**src/rtl/chal_resp_gen.sv**
```systemverilog
module chal_resp_gen #(
  parameter int unsigned NIB = 4,
  parameter int unsigned LW = 8,
  parameter logic [7:0] SEED = 8'h22,
  parameter logic [7:0] FBMASK = 8'h90
) (
  input  logic             clk,
  input  logic             rst_n,
  input  logic             start,
  input  logic [7*NIB-1:0] chal,
  output logic             busy,
  output logic             done,
  output logic [8*NIB-1:0] answer
);
  localparam int unsigned CW = LW - 1;

  typedef enum logic [1:0] {S_IDLE, S_PRE, S_RND} st_t;

  st_t              st;
  logic [7*NIB-1:0] chal_q;
  logic [7*NIB-1:0] ans_q;
  logic [LW-1:0]    seed, work;
  logic [CW-1:0]    cnt;
  logic [2:0]       tap, idx;
  logic [NIB-1:0]   acc, nib, acc_nx;

  function automatic logic [LW-1:0] step(input logic [LW-1:0] s);
    return (s[0] ? (s ^ FBMASK[LW-1:0]) : s) >> 1;
  endfunction

  function automatic int tap_src(input logic [2:0] t);
    case (t)
      3'd0: return 2;
      3'd1: return 1;
      3'd2: return 0;
      3'd3: return 6;
      3'd4: return 5;
      3'd5: return 4;
      default: return 3;
    endcase
  endfunction

  wire [CW-1:0] pre_n = CW'({chal[NIB-1:0], chal[2*NIB-1:NIB]});

  assign nib    = chal_q[NIB*tap_src(tap) +: NIB];
  assign acc_nx = work[0] ? (acc ^ ~nib) : acc;
  assign answer = {ans_q, {NIB{chal_q[NIB-1:0] == {NIB{1'b1}}}}};

  always_ff @(posedge clk) begin
    if (!rst_n) begin
      st     <= S_IDLE;
      busy   <= 1'b0;
      done   <= 1'b0;
      chal_q <= '0;
      ans_q  <= '0;
      seed   <= '0;
      work   <= '0;
      cnt    <= '0;
      tap    <= '0;
      idx    <= '0;
      acc    <= '0;
    end else begin
      case (st)
        S_IDLE: if (start) begin
          chal_q <= chal;
          seed   <= SEED[LW-1:0];
          cnt    <= pre_n;
          busy   <= 1'b1;
          done   <= 1'b0;
          st     <= S_PRE;
        end
        S_PRE: if (cnt != '0) begin
          seed <= step(seed);
          cnt  <= cnt - 1'b1;
        end else begin
          work <= seed;
          acc  <= '0;
          tap  <= '0;
          idx  <= 3'd1;
          st   <= S_RND;
        end
        S_RND: begin
          work <= step(work);
          acc  <= acc_nx;
          tap  <= tap + 3'd1;
          if (tap == 3'd0) seed <= step(work);
          if (tap == 3'd6) begin
            ans_q[NIB*(int'(idx)-1) +: NIB] <= ~acc_nx;
            acc  <= '0;
            tap  <= '0;
            work <= seed;
            idx  <= idx + 3'd1;
            if (idx == 3'd7) begin
              st   <= S_IDLE;
              busy <= 1'b0;
              done <= 1'b1;
            end
          end
        end
        default: st <= S_IDLE;
      endcase
    end
  end
endmodule

```
**config.mk**
```make
export PLATFORM = sky130hd
export DESIGN_NAME = chal_resp_gen
export DESIGN_NICKNAME = d
export VERILOG_FILES = /design/src/rtl/chal_resp_gen.sv
export SDC_FILE = /design/constraint.sdc
export NUM_CORES = 1
export LEC_CHECK = 0
export BUFFER_PORTS_ARGS = -buffer_cell sky130_fd_sc_hd__buf_2
export CORE_MARGIN = 2
export CORE_UTILIZATION = 55
export DETAILED_ROUTE_END_ITERATION = 10
export PLACE_DENSITY_LB_ADDON = 0.12
export SYNTH_ARGS = -nofsm -noshare
export SYNTH_HDL_FRONTEND = slang
export SYNTH_SLANG_ARGS = --single-unit
```
**constraint.sdc**
```tcl
create_clock -name clk -period 7.8 [get_ports clk]
set_clock_uncertainty 0.15 [all_clocks]
set_input_delay 0.39 -clock clk [delete_from_list [all_inputs] [get_ports clk]]
set_output_delay 0.39 -clock clk [all_outputs]
set_load 0.02 [all_outputs]
```
==> impl_metrics.toml, run 1 <==
[final_layout]
area_growth_pct = 10.72
drive_gt1_frac = 0.1716
fillers = 764
antennaDiodeCount = 0
final_common_cell = "nand2_1"
mostFrequentLayoutCells = "115 x nand2_1, 91 x dfxtp_1, 64 x buf_2"
nets = 656

[routing]
ant_nets = 0
vias = 4299
wl_met1_mm = 5.024
wl_met3_um = 587
drt-total-wl_mm = 11.11
drt_iter0_drc = 177
routed.top_layer = "met4"
drc_errors = 0
met2_length_mm = 5.316
wl_per_cell_um = 15.50
via_per_inst = 5.996
dr.pass1.iters = 5

[timing]
drv_slew = 0
tightest_slew_ns = 1.023
finalHoldViolCount = 0
post-route-period-util = 0.4565
rsz0062_at_grt = "false"
fmax_mhz = 280.8
period_minus_slack_ns = 3.561
setup_tns_ns = 0
slew-limit-headroom = 0.3179
setup-violations-final = 0

[floorplanning]
dieArea_um2 = 9283
die_y_um = 96.35
design.portCount = 65
start_util = 0.5680
rows = 33
core-area_um2 = 8258
die_w_um = 96.35

[critical_path]
worst_setup_path_end_kind = "flip-flop"
crit_arrival_ns = 3.69
rr_worst_depth = 10
crit_type = "reg2reg"
reg2reg_from = "idx[0]"
cp-startpoint = "idx[0]"
reg2reg_slack_ns = 4.24
crit_path_start_kind = "flip-flop"
r2r-end = "ans_q[1]"
required_ns = 7.93
cp_max_fo = 14

[clock_network]
htree_levels = 3
cts_buffers = 9
clockBufferDepth = 2
cts_tree = "done"
path_clk_slew_ns = 0.09
root_buffer = "clkbuf_8"
clk_latency_ns = 0.37
clkSinkCount = 91
post_cts_resized = 0
cts_setup_buffers = 0
hold_buffers = 0

[outcome]
status = "complete, no violations"

[place]
hpwl_mm = 7.862
gp_congestion = 0.8319
placement.io_buffers = 64

[global_route]
first_global_vias = 3864
grt-ovfl-total = 0
track_usage = 0.2500
grt_max_degree = 42
antenna_found_initial = 0
grt_pass1_wl_mm = 18.35

[yosys]
seq_area_frac_synth = 0.3884
synth_edf_count = 0
syn_nets = 619
syn-cell-area_um2 = 4691
synthCells = 570
synth_warnings = 0
yosys_register_bits = 91
avgSynthCellArea_um2 = 8.229
synthArstFlopShare = 0
ys.flop_type = "dfxtp_1"
yosysUniqueCellTypes = 65

[hold_path]
hold_end = "chal_q[25]"
hold_path_class = "in2reg"
holdPathStages = 3
hold_start = "chal[25]"

[power]
totalPowerFinal_mw = 1.422
vdd.ir_drop.worst_mv = 0.1652
powerDensity_nw_per_um2 = 273.8
p_leak_nw = 2.146

[flow_run]
max_cap_violations = 0
metrics by stage:
stage | instances | worst slack (ns) | utilization | hold slack (ns) | cell area [um2]
after floorplan | 570 | 4.665 | - | 0.2811 | 4691
after global placement | 701 | 4.513 | 0.6020 | 0.2809 | 4971
after detailed placement | 701 | 4.264 | 0.6020 | 0.2843 | 4971
after CTS | 717 | 4.248 | 0.6289 | 0.09176 | 5194
after global routing | 717 | 4.015 | 0.6289 | 0.1015 | 5194
final | 717 | 4.239 | 0.6289 | 0.1007 | 5194
worst max path at each step:
stage                to  slack, ns  depth (start not counted)
2_1_floorplan  ans_q[0]       4.67                         11
3_3_place_gp   ans_q[0]       4.51                          7
3_5_place_dp   ans_q[1]       4.26                         10
4_1_cts        ans_q[1]       4.25                         10
5_1_grt        ans_q[1]       4.02                         10
6_report       ans_q[1]       4.24                         10
report_power, final:
group	internal [mW]	switching [mW]
Sequential	0.523	0.0560
Clock	0.183	0.177
Combinational	0.181	0.302
Total	0.887	0.535
cell usage after synthesis (5+ instances only):
master      n  area share
ha_1       18       0.048
and3_1      8       0.011
nand3b_1    7       0.011
a21oi_1    54       0.058
o31ai_1    21       0.034
nand3_1    17       0.018
o32ai_1     8       0.015
clkbuf_1   26       0.021
a222oi_1    6       0.013
a31o_2      5      0.0093
dfxtp_1    91        0.39
or3b_2      7       0.013
mux2i_1     6       0.013
nand2_1   115       0.092
o21ai_0    10       0.011
a21boi_0    6      0.0096
a22oi_1     6      0.0096
inv_1      25       0.020
nand4_1     8       0.011
nor2_1     21       0.017
and2_1      5      0.0067
nor2b_1    11       0.015
critical path: stages (launching register included):
cell       delay, ns
dfxtp_1         0.60
inv_1           0.13
ha_1            0.26
xnor2_1         0.25
nand3_1         0.16
ha_1            0.31
nor4bb_1        0.31
nand4b_1        0.19
a2111oi_2       0.66
nand2_1         0.21
o32ai_1         0.25
sequential cells by signal, summed over array words and instances (netlist names), 3 cells and up:
name and flops:
ans_q 28, cnt 7, chal_q 28, seed 7, tap 3, idx 3
work 7, acc 4
per-layer routing:
metal  global-route usage  vias to the layer above
li1                     -                     2121
met1               0.3222                     2033
met2               0.4115                      127
met3              0.05560                       18
met4              0.08803                        0
met5                    0                        -
cells by family after synthesis:
group                    synth area share
adder cells (fa/ha/maj)           0.04801
AO/OA/AOI/OAI                      0.2315
AND/OR/NAND/NOR                    0.2329
buffers and inverters             0.06295
XOR/XNOR                          0.01067
flip-flops                         0.3884
multiplexers                      0.02561
area by class of cell:
| type | instances | area (um2) | share of cell area |
|---|---|---|---|
| clock inverter | 7 | 98.84 | 0.01903 |
| timing repair buffer | 68 | 350.3 | 0.06745 |
| tap | 105 | 131.4 | 0.02530 |
| inverter | 25 | 93.84 | 0.01807 |
| sequential | 91 | 1822 | 0.3508 |
| multi-input combinational | 412 | 2574 | 0.4955 |
| clock buffer | 9 | 123.9 | 0.02385 |
Note: power is estimated with default switching activity, not from simulation.
==> run 2: changes to the inputs <==
--- a/config.mk
+++ b/config.mk
@@ -7,7 +7,7 @@
 export LEC_CHECK = 0
 export BUFFER_PORTS_ARGS = -buffer_cell sky130_fd_sc_hd__buf_2
 export CORE_MARGIN = 2
-export CORE_UTILIZATION = 55
+export CORE_UTILIZATION = 52
 export DETAILED_ROUTE_END_ITERATION = 10
 export PLACE_DENSITY_LB_ADDON = 0.12
 export SYNTH_ARGS = -nofsm -noshare
==> constraint.sdc (replaced) <==
create_clock -name clk -period 2.8 [get_ports clk]
set_clock_uncertainty 0.15 [all_clocks]
set_input_delay 0.14 -clock clk [delete_from_list [all_inputs] [get_ports clk]]
set_output_delay 0.14 -clock clk [all_outputs]
set_load 0.02 [all_outputs]
==> run 2 against run 1 <==
Combinational power rose to 3.4 times the previous value. Critical endpoint is now ans_q[0]. Largest power group is now combinational cells. Via count rose by 4.6%. Power rose to 3.0 times the previous value. Maximum frequency rose by 28%. Clock power rose to 3.1 times the previous value.
==> impl_metrics.toml, run 2 (synthesis results as in run 1) <==
[outcome]
status = "complete, no violations"

[routing]
wl_per_cell_um = 15.96
dr.pass1.iters = 5
drt-total-wl_mm = 12.28
via_per_inst = 5.848
ant_nets = 0
drt_iter0_drc = 274
vias = 4497
drc_errors = 0

[power]
switching_share = 0.3674
internal_power_mw = 2.734
power_frac_seq = 0.369
powerDensity_nw_per_um2 = 734.5
switchingPower_mw = 1.588
p_leak_nw = 2.422
totalPowerFinal_mw = 4.321
clkPwrFrac = 0.255
vdd.ir_drop.worst_mv = 0.5118
comb_power_share = 0.376

[critical_path]
rr_worst_depth = 12
crit_type = "reg2reg"
required_ns = 2.93
crit_arrival_ns = 2.90
cp_max_fo = 6
timing.critical_path.to = "ans_q[0]"
reg2reg_from = "idx[0]"
crit_path_start_kind = "flip-flop"
worst_setup_path_end_kind = "flip-flop"
reg2reg_slack_ns = 0.03
r2r-end = "ans_q[0]"
cp-startpoint = "idx[0]"

[final_layout]
mostFrequentLayoutCells = "114 x nand2_1, 89 x dfxtp_1, 64 x buf_2"
reg_top3 = "ans_q x28, chal_q x28"
instances_no_fill = 769
antennaDiodeCount = 0
drive_gt1_frac = 0.2315
fin_util = 0.6746
area_growth_pct = 25.42
final_common_cell = "nand2_1"
fillers = 732
nets = 705

[global_route]
track_usage = 0.2421
first_global_vias = 4096
grt_max_degree = 48
antenna_found_initial = 0
grt-ovfl-total = 0
grt_pass1_wl_mm = 19.43

[timing]
rsz0062_at_grt = "true"
finalHoldViolCount = 0
period_minus_slack_ns = 2.773
fmax_mhz = 360.7
slew-limit-headroom = 0.3702
setup-violations-final = 0
setup_tns_ns = 0
drv_slew = 0
post-route-period-util = 0.9902
tightest_slew_ns = 0.9329

[floorplanning]
dieArea_um2 = 9796
design.portCount = 65
core-area_um2 = 8721
die_w_um = 98.98
die_y_um = 98.98
start_util = 0.5379
rows = 34

[clock_network]
clk_latency_ns = 0.36
cts_tree = "done"
path_clk_slew_ns = 0.10
root_buffer = "clkbuf_8"
htree_levels = 3
clockBufferDepth = 2
cts_buffers = 9
clkSinkCount = 91

[hold_path]
hold_path_class = "in2reg"

[place]
placed_cells = 722
hpwl_mm = 8.059
placement.io_buffers = 64
gp_congestion = 0.8047

[flow_run]
max_cap_violations = 0
-- run 2: cell count changes in the layout (fill, tap and decap cells not counted), sizes merged --
cell / delta
bufinv: +1
buf: +21
clkinvlp: -1
dlygate4sd3: +28
-- run 2: what timing repair did --
item / in CTS / in global routing
pin swaps: 3 / 16
endpoints found under the hold margin: 30 / 0
buffers inserted: 0 / 3
hold buffers: 28 / 0
endpoints found under the setup margin: 8 / 8
resized for setup: 4 / 28
-- run 2: area by class of cell --
class                      instances  area, um2  share of cell area
timing repair buffer             117      804.5              0.1368
tap                              108      135.1             0.02297
clock buffer                       9      123.9             0.02105
inverter                          25      98.84             0.01680
multi-input combinational        412       2768              0.4704
clock inverter                     7      123.9             0.02105
sequential                        91       1829              0.3109
-- run 2: layer usage --
metal	track usage	share of wire
met1	0.3132	0.45
met2	0.4194	0.49
met3	0.04043	0.042
met5	0	0
met4	0.06322	0.011
-- run 2: critical path: stages, from the launching register on --
cell and delay, ns:
dfxtp_4 0.39, inv_4 0.04, ha_4 0.17, xnor2_4 0.16, buf_6 0.14, nand3_4 0.09, inv_4 0.07, ha_4 0.12
nor4bb_4 0.26, nand4b_1 0.23, a2111oi_4 0.43, nand2_2 0.16, o32ai_2 0.28
-- run 2: through the flow --
step	hold slack [ns]	instance area (um2)	worst slack, ns
global route	0.09735	5883	-0.1359
finish	0.08109	5883	0.02745
global placement	0.2296	5164	0.06915
floorplan	0.1260	4746	0.007111
CTS	0.06206	5709	0.002012
detailed placement	0.2356	5164	-0.1106
-- run 2: worst min path at each step --
| stage | startpoint | endpoint | slack, ns | cells after the start |
|---|---|---|---|---|
| floorplan | chal[12] | chal_q[12] | 0.13 | 2 |
| global placement | chal[22] | chal_q[22] | 0.23 | 3 |
| detailed placement | chal[22] | chal_q[22] | 0.24 | 3 |
| CTS | rst_n | busy | 0.06 | 3 |
| global route | rst_n | busy | 0.1 | 3 |
| finish | rst_n | busy | 0.08 | 3 |
-- run 2: power by group through the flow --
stage               registers, mW  logic (mW)  clock network, mW
floorplan                    1.59        1.11                  0
CTS                          1.59        1.48               1.11
global route                 1.62        1.78               1.17
detailed placement           1.62        1.44                  0
global placement             1.61        1.41                  0
finish                       1.60        1.62               1.10
==> run 3: changes to the inputs <==
--- a/config.mk
+++ b/config.mk
@@ -7,9 +7,10 @@
 export LEC_CHECK = 0
 export BUFFER_PORTS_ARGS = -buffer_cell sky130_fd_sc_hd__buf_2
 export CORE_MARGIN = 2
-export CORE_UTILIZATION = 52
+export CORE_UTILIZATION = 55
 export DETAILED_ROUTE_END_ITERATION = 10
 export PLACE_DENSITY_LB_ADDON = 0.12
+export RECOVER_POWER = 100
 export SYNTH_ARGS = -nofsm -noshare
 export SYNTH_HDL_FRONTEND = slang
 export SYNTH_SLANG_ARGS = --single-unit
==> constraint.sdc (replaced) <==
create_clock -name clk -period 2.75 [get_ports clk]
set_clock_uncertainty 0.15 [all_clocks]
set_input_delay 0.1375 -clock clk [delete_from_list [all_inputs] [get_ports clk]]
set_output_delay 0.1375 -clock clk [all_outputs]
set_load 0.02 [all_outputs]
==> run 3 against run 2 <==
The run now ends with negative setup slack left. Clock power is 22% lower. Register-to-register slack worse by 0.10 ns. Critical endpoint is now ans_q[17]. Wire length is 1.2% lower. Sequential power hardly changed. Highest routed layer unchanged. Critical path depth is 2 lower. Critical path type unchanged. Count of clock-buffer cells in the layout is 1 higher.
==> impl_metrics.toml, run 3 (synthesis results as in run 1) <==
[clock_network]
path_clk_slew_ns = 0.09
cts_buffers = 9
clk_latency_ns = 0.36
cts_tree = "done"
clockBufferDepth = 2
htree_levels = 3
clkSinkCount = 91
root_buffer = "clkbuf_8"

[timing]
setup-violations-final = 4
fmax_mhz = 353.8
tightest_slew_ns = 1.126
period_minus_slack_ns = 2.826
setup_slack_ns = -0.07626
setup_tns_ns = -0.2474
drv_slew = 0
holdWs_ns = 0.08785
finalHoldViolCount = 0
rsz0062_at_grt = "true"
post-route-period-util = 1.028
slew-limit-headroom = 0.2491

[place]
gp_congestion = 0.8257
placedInstanceArea_um2 = 5234
placed_cells = 722
hpwl_mm = 8.290
dp_slack_ns = -0.1411
placement.io_buffers = 64

[final_layout]
final_common_cell = "nand2_1"
fillers = 712
nets = 711
reg_top3 = "ans_q x28, chal_q x28"
drive_gt1_frac = 0.1739
fin_util = 0.6995
fin_area_um2 = 5777
mostFrequentLayoutCells = "114 x nand2_1, 89 x dfxtp_1, 54 x a21oi_1"
area_growth_pct = 23.15
instances_no_fill = 772
antennaDiodeCount = 0

[critical_path]
crit_type = "reg2reg"
cp_max_fo = 5
reg2reg_slack_ns = -0.08
rr_worst_depth = 10
crit_path_start_kind = "flip-flop"
crit_arrival_ns = 2.95
reg2reg_from = "idx[0]"
required_ns = 2.87
r2r-end = "ans_q[17]"
worst_setup_path_end_kind = "flip-flop"

[floorplanning]
core-area_um2 = 8258
rows = 33
start_util = 0.5680
dieArea_um2 = 9283
design.portCount = 65
die_w_um = 96.35
die_y_um = 96.35

[global_route]
grt_pass1_wl_mm = 19.36
grt-ovfl-total = 0
grt_max_degree = 56
antenna_found_initial = 0
track_usage = 0.2650
first_global_vias = 4158

[hold_path]
hold_path_class = "in2reg"
holdPathStages = 3
hold_start = "rst_n"
hold_end = "busy"

[routing]
drt-total-wl_mm = 12.12
drc_errors = 0
dr.pass1.iters = 5
drt_iter0_drc = 239
via_per_inst = 5.825
ant_nets = 0
wl_per_cell_um = 15.70
vias = 4497

[power]
totalPowerFinal_mw = 4.111
p_leak_nw = 2.256
vdd.ir_drop.worst_mv = 0.6121
powerDensity_nw_per_um2 = 711.6

[outcome]
status = "finished with violations"
violations = "negative setup slack"

[flow_run]
max_cap_violations = 0
## run 3: cell count changes in the layout (fill, tap and decap cells not counted), sizes merged
| cell | before | now |
|---|---|---|
| clkinvlp | 0 | 3 |
| buf | 89 | 58 |
| bufinv | 3 | 0 |
| inv | 27 | 26 |
| clkbuf | 9 | 47 |
## run 3: worst max-delay path by stage
stage	slack, ns	to	start
final	-0.08	ans_q[17]	idx[0]
after global routing	-0.26	ans_q[17]	idx[0]
after CTS	0.0004	ans_q[0]	idx[0]
after detailed placement	-0.14	ans_q[18]	idx[1]
after global placement	0.02	ans_q[0]	idx[1]
after floorplan	-0.01	ans_q[0]	idx[0]
## run 3: worst max-delay path: stages, from the launching register on
cell and delay (ns):
dfxtp_4 0.38, inv_2 0.06, ha_4 0.17, xnor2_4 0.21, nand3_4 0.12, ha_4 0.28, nor4bb_4 0.26, nand4b_1 0.22
a211oi_2 0.33, nand4_1 0.28, o32ai_2 0.29
## run 3: layout make-up
| class | count | area (um2) | area share |
|---|---|---|---|
| repair buffers | 123 | 792.0 | 0.1371 |
| well taps | 105 | 131.4 | 0.02274 |
| multi-input cells | 412 | 2746 | 0.4754 |
| clock buffers | 10 | 137.6 | 0.02382 |
| clock inverters | 6 | 48.80 | 0.008447 |
| flip-flops and latches | 91 | 1827 | 0.3162 |
| inverters | 25 | 93.84 | 0.01624 |
## run 3: repair_timing
action                     4_1_cts  5_1_grt
gates resized for setup          6       10
setup buffers                    2        4
pin swaps                        5       16
hold endpoints to repair        29        0
setup endpoints to repair        8        8
hold buffers                    28        0
## run 3: per-layer routing
| metal | wire length, um | GRT usage | up-vias | share of wire |
|---|---|---|---|---|
| li1 | - | - | 2240 | - |
| met1 | 5533 | 0.3386 | 2111 | 0.46 |
| met2 | 5838 | 0.4543 | 127 | 0.48 |
| met3 | 580 | 0.04620 | 19 | 0.048 |
| met4 | 172 | 0.08216 | 0 | 0.014 |
| met5 | 0 | 0 | - | 0 |
## run 3: power by group
group / switching [mW] / internal [mW]
Clock: 0.497 / 0.359
Sequential: 0.142 / 1.49
Combinational: 0.953 / 0.670
